--- src/rtl/lc_tmr_pkg.sv ---
package lc_tmr_pkg;
  typedef enum logic [2:0] {
    REG_LIMIT    = 3'd0,
    REG_COUNT    = 3'd1,
    REG_LIMIT_NR = 3'd2,
    REG_RSV3     = 3'd3,
    REG_RSV4     = 3'd4,
    REG_RSV5     = 3'd5,
    REG_RSV6     = 3'd6,
    REG_RSV7     = 3'd7
  } reg_idx_e;

  typedef struct packed {
    logic wr_limit;
    logic wr_limit_nr;
    logic rd_limit;
    logic rd_count;
    logic rd_any;
  } acc_s;
endpackage

--- src/rtl/lc_tmr_decode.sv ---
module lc_tmr_decode
  import lc_tmr_pkg::*;
(
  input  logic [2:0] addr_i,
  input  logic       wr_en_i,
  input  logic       rd_en_i,
  output acc_s       acc_o
);
  reg_idx_e idx;

  always_comb begin
    idx               = reg_idx_e'(addr_i);
    acc_o.wr_limit    = wr_en_i && (idx == REG_LIMIT);
    acc_o.wr_limit_nr = wr_en_i && (idx == REG_LIMIT_NR);
    acc_o.rd_limit    = rd_en_i && (idx == REG_LIMIT);
    acc_o.rd_count    = rd_en_i && (idx == REG_COUNT);
    acc_o.rd_any      = rd_en_i;
  end
endmodule

--- src/rtl/lc_tmr_core.sv ---
module lc_tmr_core
  import lc_tmr_pkg::*;
#(
  parameter int DATA_W   = 32,
  parameter int STEP_LSB = 9,
  localparam int CNT_W   = DATA_W - 1 - STEP_LSB
) (
  input  logic              clk_i,
  input  logic              rst_ni,
  input  logic              tick_i,
  input  acc_s              acc_i,
  input  logic [DATA_W-1:0] wdata_i,
  output logic [CNT_W-1:0]  count_o,
  output logic [DATA_W-1:0] limit_o,
  output logic              reached_o
);
  localparam logic [DATA_W-1:0] LIM_MASK = {1'b0, {CNT_W{1'b1}}, {STEP_LSB{1'b0}}};

  logic [CNT_W-1:0]  count_q;
  logic [DATA_W-1:0] limit_q;
  logic              reached_q;
  logic [CNT_W-1:0]  lim_steps;
  logic [CNT_W-1:0]  term;
  logic              hit;

  always_comb begin
    lim_steps = limit_q[DATA_W-2:STEP_LSB];
    term      = (lim_steps == '0) ? {CNT_W{1'b1}} : lim_steps;
    hit       = tick_i && (count_q == term);
  end

  always_ff @(posedge clk_i or negedge rst_ni) begin
    if (!rst_ni) begin
      count_q   <= '0;
      limit_q   <= '0;
      reached_q <= 1'b0;
    end else begin
      if (acc_i.wr_limit || acc_i.wr_limit_nr) limit_q <= wdata_i & LIM_MASK;

      if (acc_i.wr_limit)  count_q <= '0;
      else if (hit)        count_q <= '0;
      else if (tick_i)     count_q <= count_q + CNT_W'(1);

      // limit write beats reload; reload beats acknowledge
      if (acc_i.wr_limit)      reached_q <= 1'b0;
      else if (hit)            reached_q <= 1'b1;
      else if (acc_i.rd_limit) reached_q <= 1'b0;
    end
  end

  assign count_o   = count_q;
  assign limit_o   = limit_q;
  assign reached_o = reached_q;
endmodule

--- src/rtl/lc_tmr_rdmux.sv ---
module lc_tmr_rdmux
  import lc_tmr_pkg::*;
#(
  parameter int DATA_W   = 32,
  parameter int STEP_LSB = 9,
  localparam int CNT_W   = DATA_W - 1 - STEP_LSB
) (
  input  logic              clk_i,
  input  logic              rst_ni,
  input  acc_s              acc_i,
  input  logic [CNT_W-1:0]  count_i,
  input  logic [DATA_W-1:0] limit_i,
  input  logic              reached_i,
  output logic [DATA_W-1:0] rdata_o
);
  logic [DATA_W-1:0] rd_val;

  always_comb begin
    if (acc_i.rd_count)      rd_val = {reached_i, count_i, {STEP_LSB{1'b0}}};
    else if (acc_i.rd_limit) rd_val = {1'b0, limit_i[DATA_W-2:0]};
    else                     rd_val = '0;
  end

  always_ff @(posedge clk_i or negedge rst_ni) begin
    if (!rst_ni)           rdata_o <= '0;
    else if (acc_i.rd_any) rdata_o <= rd_val;
  end
endmodule

--- src/rtl/lc_sys_timer.sv ---
module lc_sys_timer
  import lc_tmr_pkg::*;
#(
  parameter int DATA_W   = 32,
  parameter int STEP_LSB = 9,
  localparam int CNT_W   = DATA_W - 1 - STEP_LSB
) (
  input  logic              clk_i,
  input  logic              rst_ni,
  input  logic              tick_i,
  input  logic [2:0]        addr_i,
  input  logic              wr_en_i,
  input  logic              rd_en_i,
  input  logic [DATA_W-1:0] wdata_i,
  output logic [DATA_W-1:0] rdata_o,
  output logic              irq_o
);
  acc_s              acc;
  logic [CNT_W-1:0]  count_w;
  logic [DATA_W-1:0] limit_w;
  logic              reached_w;

  lc_tmr_decode i_decode (
    .addr_i  (addr_i),
    .wr_en_i (wr_en_i),
    .rd_en_i (rd_en_i),
    .acc_o   (acc)
  );

  lc_tmr_core #(.DATA_W(DATA_W), .STEP_LSB(STEP_LSB)) i_core (
    .clk_i     (clk_i),
    .rst_ni    (rst_ni),
    .tick_i    (tick_i),
    .acc_i     (acc),
    .wdata_i   (wdata_i),
    .count_o   (count_w),
    .limit_o   (limit_w),
    .reached_o (reached_w)
  );

  lc_tmr_rdmux #(.DATA_W(DATA_W), .STEP_LSB(STEP_LSB)) i_rdmux (
    .clk_i     (clk_i),
    .rst_ni    (rst_ni),
    .acc_i     (acc),
    .count_i   (count_w),
    .limit_i   (limit_w),
    .reached_i (reached_w),
    .rdata_o   (rdata_o)
  );

  assign irq_o = reached_w;
endmodule

--- config.mk ---
export PLATFORM = sky130hd
export DESIGN_NAME = lc_sys_timer
export DESIGN_NICKNAME = d
export VERILOG_FILES = /design/src/rtl/lc_tmr_pkg.sv /design/src/rtl/lc_tmr_decode.sv /design/src/rtl/lc_tmr_core.sv /design/src/rtl/lc_tmr_rdmux.sv /design/src/rtl/lc_sys_timer.sv
export SDC_FILE = /design/constraint.sdc
export NUM_CORES = 1
export LEC_CHECK = 0
export BUFFER_PORTS_ARGS = -buffer_cell sky130_fd_sc_hd__buf_2
export CORE_ASPECT_RATIO = 1.25
export CORE_MARGIN = 3
export CORE_UTILIZATION = 25
export DETAILED_ROUTE_END_ITERATION = 8
export GPL_TIMING_DRIVEN = 0
export HOLD_SLACK_MARGIN = 0.02
export PLACE_DENSITY_LB_ADDON = 0.3
export SLEW_MARGIN = 5
export SYNTH_ARGS = -nofsm -noshare
export SYNTH_HDL_FRONTEND = slang
export SYNTH_SLANG_ARGS = --single-unit
--- constraint.sdc ---
create_clock -name clk_i -period 4.2 [get_ports clk_i]
set_clock_uncertainty 0.2 [all_clocks]
set_input_delay 0.42 -clock clk_i [delete_from_list [all_inputs] [get_ports clk_i]]
set_output_delay 0.42 -clock clk_i [all_outputs]
set_load 0.1 [all_outputs]
# Word level (Yosys, flattened, before mapping)
# Cells that the tools add are included.
# word_totals
reg_bits	77
inputBits	40
output_inout_bits	33
elab_cells	27
# op_classes
add_sub_neg	1
n_eq_ne	3
muxes	9
n_reduce_logical	10
# op_table
cell	n
$mux 22	4
$mux 32	1
$mux 31	1
$add 22x1->22 const B	1
$eq 22x22->1	1
$logic_not 22->1	1
$reduce_bool 3->1	2
$logic_and 1x1->1	5
$eq 3x1->1 const B	1
$eq 3x2->1 const B	1
$logic_not 3->1	1
$mux 1	3
$logic_or 1x1->1	1

# Logic depth before layout (Yosys ltp)
# depth
depth_word	6
ltp_mapped	9

# Cells and area by module
# A second synthesis with hierarchy kept.
# unflattened
hier_cells	417
hier_area_um2	4007.6
# modules_own_cells
mod	n_inst	cells_per_inst	area_per_inst_um2	seq_area_each_um2
lc_tmr_core	1	246	2454.9	1126.1
lc_tmr_rdmux	1	166	1502.7	800.8
lc_tmr_decode	1	5	50.0	0.0

# Least setup slack after synthesis
# Ideal clock, no wire load.
# synth_timing
kind	register to register
from	register i_core.limit_q[29] (netlist: i_core.limit_o[29])
to	register i_core.count_q[19] (netlist: i_core.count_o[19])
arrival_ns	1.761
required_ns	3.881
setup_slack_ns	2.120
stages_incl_launch_ff	9
path_buffers	1
path_cell_list	dfrtp_1 nor4_2 nand4_2 nor2_2 mux2i_1 o211ai_2 o21bai_2 buf_6 nor2_2
# synth_via
elab_chain_cells	6
elab_cells_between_ends	7
# synth_rtl
element	line	source
start, declared	lc_tmr_core.sv:20	logic [DATA_W-1:0] limit_q;
start signal, assigned	lc_tmr_core.sv:38	if (acc_i.wr_limit || acc_i.wr_limit_nr) limit_q <= wdata_i & LIM_MASK;
$logic_not 22->1	lc_tmr_core.sv:28	term = (lim_steps == '0) ? {CNT_W{1'b1}} : lim_steps;
$mux 22 *	lc_tmr_core.sv:28	
$eq 22x22->1 *	lc_tmr_core.sv:29	hit = tick_i && (count_q == term);
$logic_and 1x1->1 *	lc_tmr_core.sv:29	
$mux 22	lc_tmr_core.sv:41	else if (hit) count_q <= '0;
$mux 22	lc_tmr_core.sv:40	if (acc_i.wr_limit) count_q <= '0;
end signal, assigned	lc_tmr_core.sv:42	else if (tick_i) count_q <= count_q + CNT_W'(1);
end, declared	lc_tmr_core.sv:19	logic [CNT_W-1:0] count_q;
# Mark *: on every way between the ends. The rest lies on a longest branch, timed or not.
# A chain may end at the register's enable or synchronous reset.

# Final worst setup path
# layout_timing
from	register i_core.limit_q[27] (netlist: i_core.limit_o[27])
to	register i_core.count_q[17] (netlist: i_core.count_o[17])
# The elaborated chain is that of the path after synthesis.

==> flow_metrics.env <==
export IMPL_status="finished, final reports clean"
export IMPL_rsz0062_at_grt="false"
export IMPL_synthTopCellsByCount="dfrtp_1, inv_1, o21ai_0"
export IMPL_grt_pass1_vias=3053
export IMPL_vias=2917
export IMPL_wl_met3_microns=318
export IMPL_power_density_mw_per_mm2=441.4
export IMPL_top_layer="met4"
export IMPL_synth_top_cell_by_area="dfrtp_1"
export IMPL_clk_path_buf_depth=2
export IMPL_syn_avg_cell_area_sq_um=9.852
export IMPL_fp_dieW_microns=113.4
export IMPL_seq_area_frac_synth_pct=47.19
export IMPL_slew_violations=0
export IMPL_reg2reg_depth=8
export IMPL_total_power_mw=1.962
export IMPL_rrSetupSlack_ps=1630
export IMPL_crit_path_end_kind="flip-flop"
export IMPL_crit_type="flip-flop to flip-flop"
export IMPL_dr_pass1_iters=4
export IMPL_arrival_ps=2600
export IMPL_r2r_start="i_core.limit_o[27]$_DFFE_PN0P_"
export IMPL_grt_max_degree=69
export IMPL_fin_crit_ps=2574
export IMPL_ys_top_cells_by_area="dfrtp_1, mux2_2, a22oi_1"
export IMPL_p_leak_nw=1.921
export IMPL_die_area_sq_mm=0.01591
export IMPL_grt_pass1_wl_mm=16.73
export IMPL_whs_path_depth=3
export IMPL_vdd_drop_max_uv=220.1
export IMPL_htree_levels=3
export IMPL_m1WireLength_mm=4.317
export IMPL_drt_wl_total_mm=10.38
export IMPL_post_dp_cell_area_sq_mm=0.004145
export IMPL_async_flop_share_pct=100.0
export IMPL_hpwlAfterDp_mm=7.682
export IMPL_required_ps=4220
export IMPL_ioPinCount=73
export IMPL_cts_sinks=68
export IMPL_coreArea_sq_mm=0.01399
export IMPL_slew_headroom_pct=33.96
export IMPL_yosysMostFrequentCell="dfrtp_1"
export IMPL_critPathMaxFanout=10
export IMPL_drc=0
export IMPL_synth_main_ff_cell="dfrtp_1"
export IMPL_dr_wl_met2_mm=5.421
export IMPL_place_congestion=0.8959
export IMPL_num_nets_final=480
export IMPL_netlist_area_sq_mm=0.003606
export IMPL_path_clk_slew_ps=50
export IMPL_die_h_microns=140.3
export IMPL_synth_cells=366
export IMPL_io_buffers=52
export IMPL_clk_latency_ps=330
export IMPL_drtIter0Drc=152
export IMPL_fmax_mhz=388.6
export IMPL_post_route_period_util_pct=61.28
export IMPL_layout_drive_gt1_share_pct=30.02
export IMPL_synth_top_area_share_pct=47.19
export IMPL_finish_utilization_pct=31.76
export IMPL_start_util_pct=25.77
export IMPL_tns_ps=0
export IMPL_root_buffer="clkbuf_16"
export IMPL_synth_enable_flop_cells=0
export IMPL_cts_tree="done"
export IMPL_tightest_slew_ps=976.9
export IMPL_cts_buffers=9
export IMPL_n_fill_cell=1479
export IMPL_rows=48
export IMPL_hold_viol=0
export IMPL_syn_to_final_growth_pct=23.25
export IMPL_hold_path_end="i_core.limit_o[23]$_DFFE_PN0P_"
export IMPL_antenna_found_initial=0
export IMPL_final_antenna_net_count=0
export IMPL_maxCapViolCount=0
export IMPL_setup_viol=0
export IMPL_ys_warn_count=0
export IMPL_diodes=0
export IMPL_grt_util_all_layers_pct=13.76
export IMPL_worstSetupStartpointType="flip-flop"
export IMPL_wl_per_cell_microns=16.79
export IMPL_hold_class="input pin to flip-flop"
export IMPL_yosys_register_bits=68
export IMPL_r2r_end="i_core.count_o[17]$_DFFE_PN0P_"
export IMPL_synth_distinct_cells=49
export IMPL_hp_start="wdata_i[23]"
export IMPL_vias_per_cell=4.720
export IMPL_final_area_sq_mm=0.004444
export IMPL_grt_ovfl_total=0
-- routing by layer --
metal | up-vias | global-route usage [%]
li1 | 1396 | -
met1 | 1452 | 16.12
met2 | 51 | 24.03
met3 | 18 | 2.550
met4 | 0 | 6.582
met5 | - | 0
-- placed cells by master, fill, tap and decap left out, types with 2 or more instances in the layout --
cell	n
nand2_1	21
o21ai_0	30
clkbuf_16	9
nor3b_1	2
a22oi_1	22
nor2b_1	12
mux2_2	16
xor2_1	13
nor2_1	12
o31ai_1	2
inv_1	35
o22ai_1	2
dfrtp_1	68
and3_1	2
nor3_1	3
buf_4	10
nor4_2	5
nand4_1	11
clkbuf_8	4
o211ai_1	2
buf_2	58
nor2_2	20
a21oi_1	3
nand2b_1	5
o2111ai_1	2
xnor2_1	12
conb_1	9
a2111oi_0	3
nand3_1	12
buf_6	3
clkbuf_1	12
-- through the flow --
step	hold WS [ps]	setup slack, ps	std cells
floorplan	-75.59	2120	374
global placement	308.1	1597	601
detailed placement	262.4	1607	602
CTS	87.35	1582	618
global route	112.5	1460	618
finish	102.2	1626	618
-- layout make-up --
class | instances | area, sq um | area share [%]
Tap cell | 175 | 219.0 | 4.927
Inverter | 35 | 131.4 | 2.956
Clock inverter | 1 | 5.005 | 0.1126
Clock buffer | 14 | 284.0 | 6.391
Timing Repair Buffer | 54 | 300.3 | 6.757
Multi-Input combinational cell | 240 | 1622 | 36.49
Buffer | 31 | 181.4 | 4.082
Sequential cell | 68 | 1702 | 38.29
-- power by group --
group / internal, mW / switching, mW / leakage, nW / total [mW]
sequential: 0.724 / 0.0927 / 0.894 / 0.817
combinational: 0.130 / 0.282 / 0.883 / 0.412
clock: 0.460 / 0.272 / 0.145 / 0.732
-- registers in the layout (all words and copies together) (netlist names) --
| signal | cells |
|---|---|
| i_core.limit_o | 22 |
| i_core.count_o | 22 |
| i_core.reached_o | 1 |
| i_rdmux.rdata_o | 23 |
-- cells by family after synthesis --
| kind of cell | share of synthesized area (%) |
|---|---|
| AO/OA/AOI/OAI | 14.12 |
| XOR/XNOR | 6.072 |
| multiplexers | 5.274 |
| adder cells (fa/ha/maj) | 0.3469 |
| other | 0.1040 |
| flip-flops | 47.19 |
| AND/OR/NAND/NOR | 18.22 |
| buffers and inverters | 8.674 |
-- how the worst max path moves through the flow --
stage                                    from                             end  slack [ps]  cells past startpoint
4_1_cts        i_core.limit_o[27]$_DFFE_PN0P_  i_core.count_o[17]$_DFFE_PN0P_        1580                      8
3_5_place_dp   i_core.limit_o[27]$_DFFE_PN0P_  i_core.count_o[17]$_DFFE_PN0P_        1610                      8
3_3_place_gp   i_core.limit_o[27]$_DFFE_PN0P_  i_core.count_o[19]$_DFFE_PN0P_        1600                      8
6_report       i_core.limit_o[27]$_DFFE_PN0P_  i_core.count_o[17]$_DFFE_PN0P_        1630                      8
2_1_floorplan  i_core.limit_o[29]$_DFFE_PN0P_  i_core.count_o[19]$_DFFE_PN0P_        2120                      8
5_1_grt        i_core.limit_o[27]$_DFFE_PN0P_  i_core.count_o[19]$_DFFE_PN0P_        1460                      8
-- critical path: stages, from the launching register on --
cell,delay [ps]
dfrtp_1,450
nor4_2,390
nand4_2,250
nor2_2,240
mux2i_1,230
o211ai_2,190
o21bai_2,230
buf_6,210
nor2_2,60
-- what timing repair did --
item,4_1_cts,5_1_grt
hold buffers,1,0
hold endpoints to repair,68,0
resized for setup,0,0
buffers inserted,0,0
Note: power is estimated with default switching activity, not from simulation.
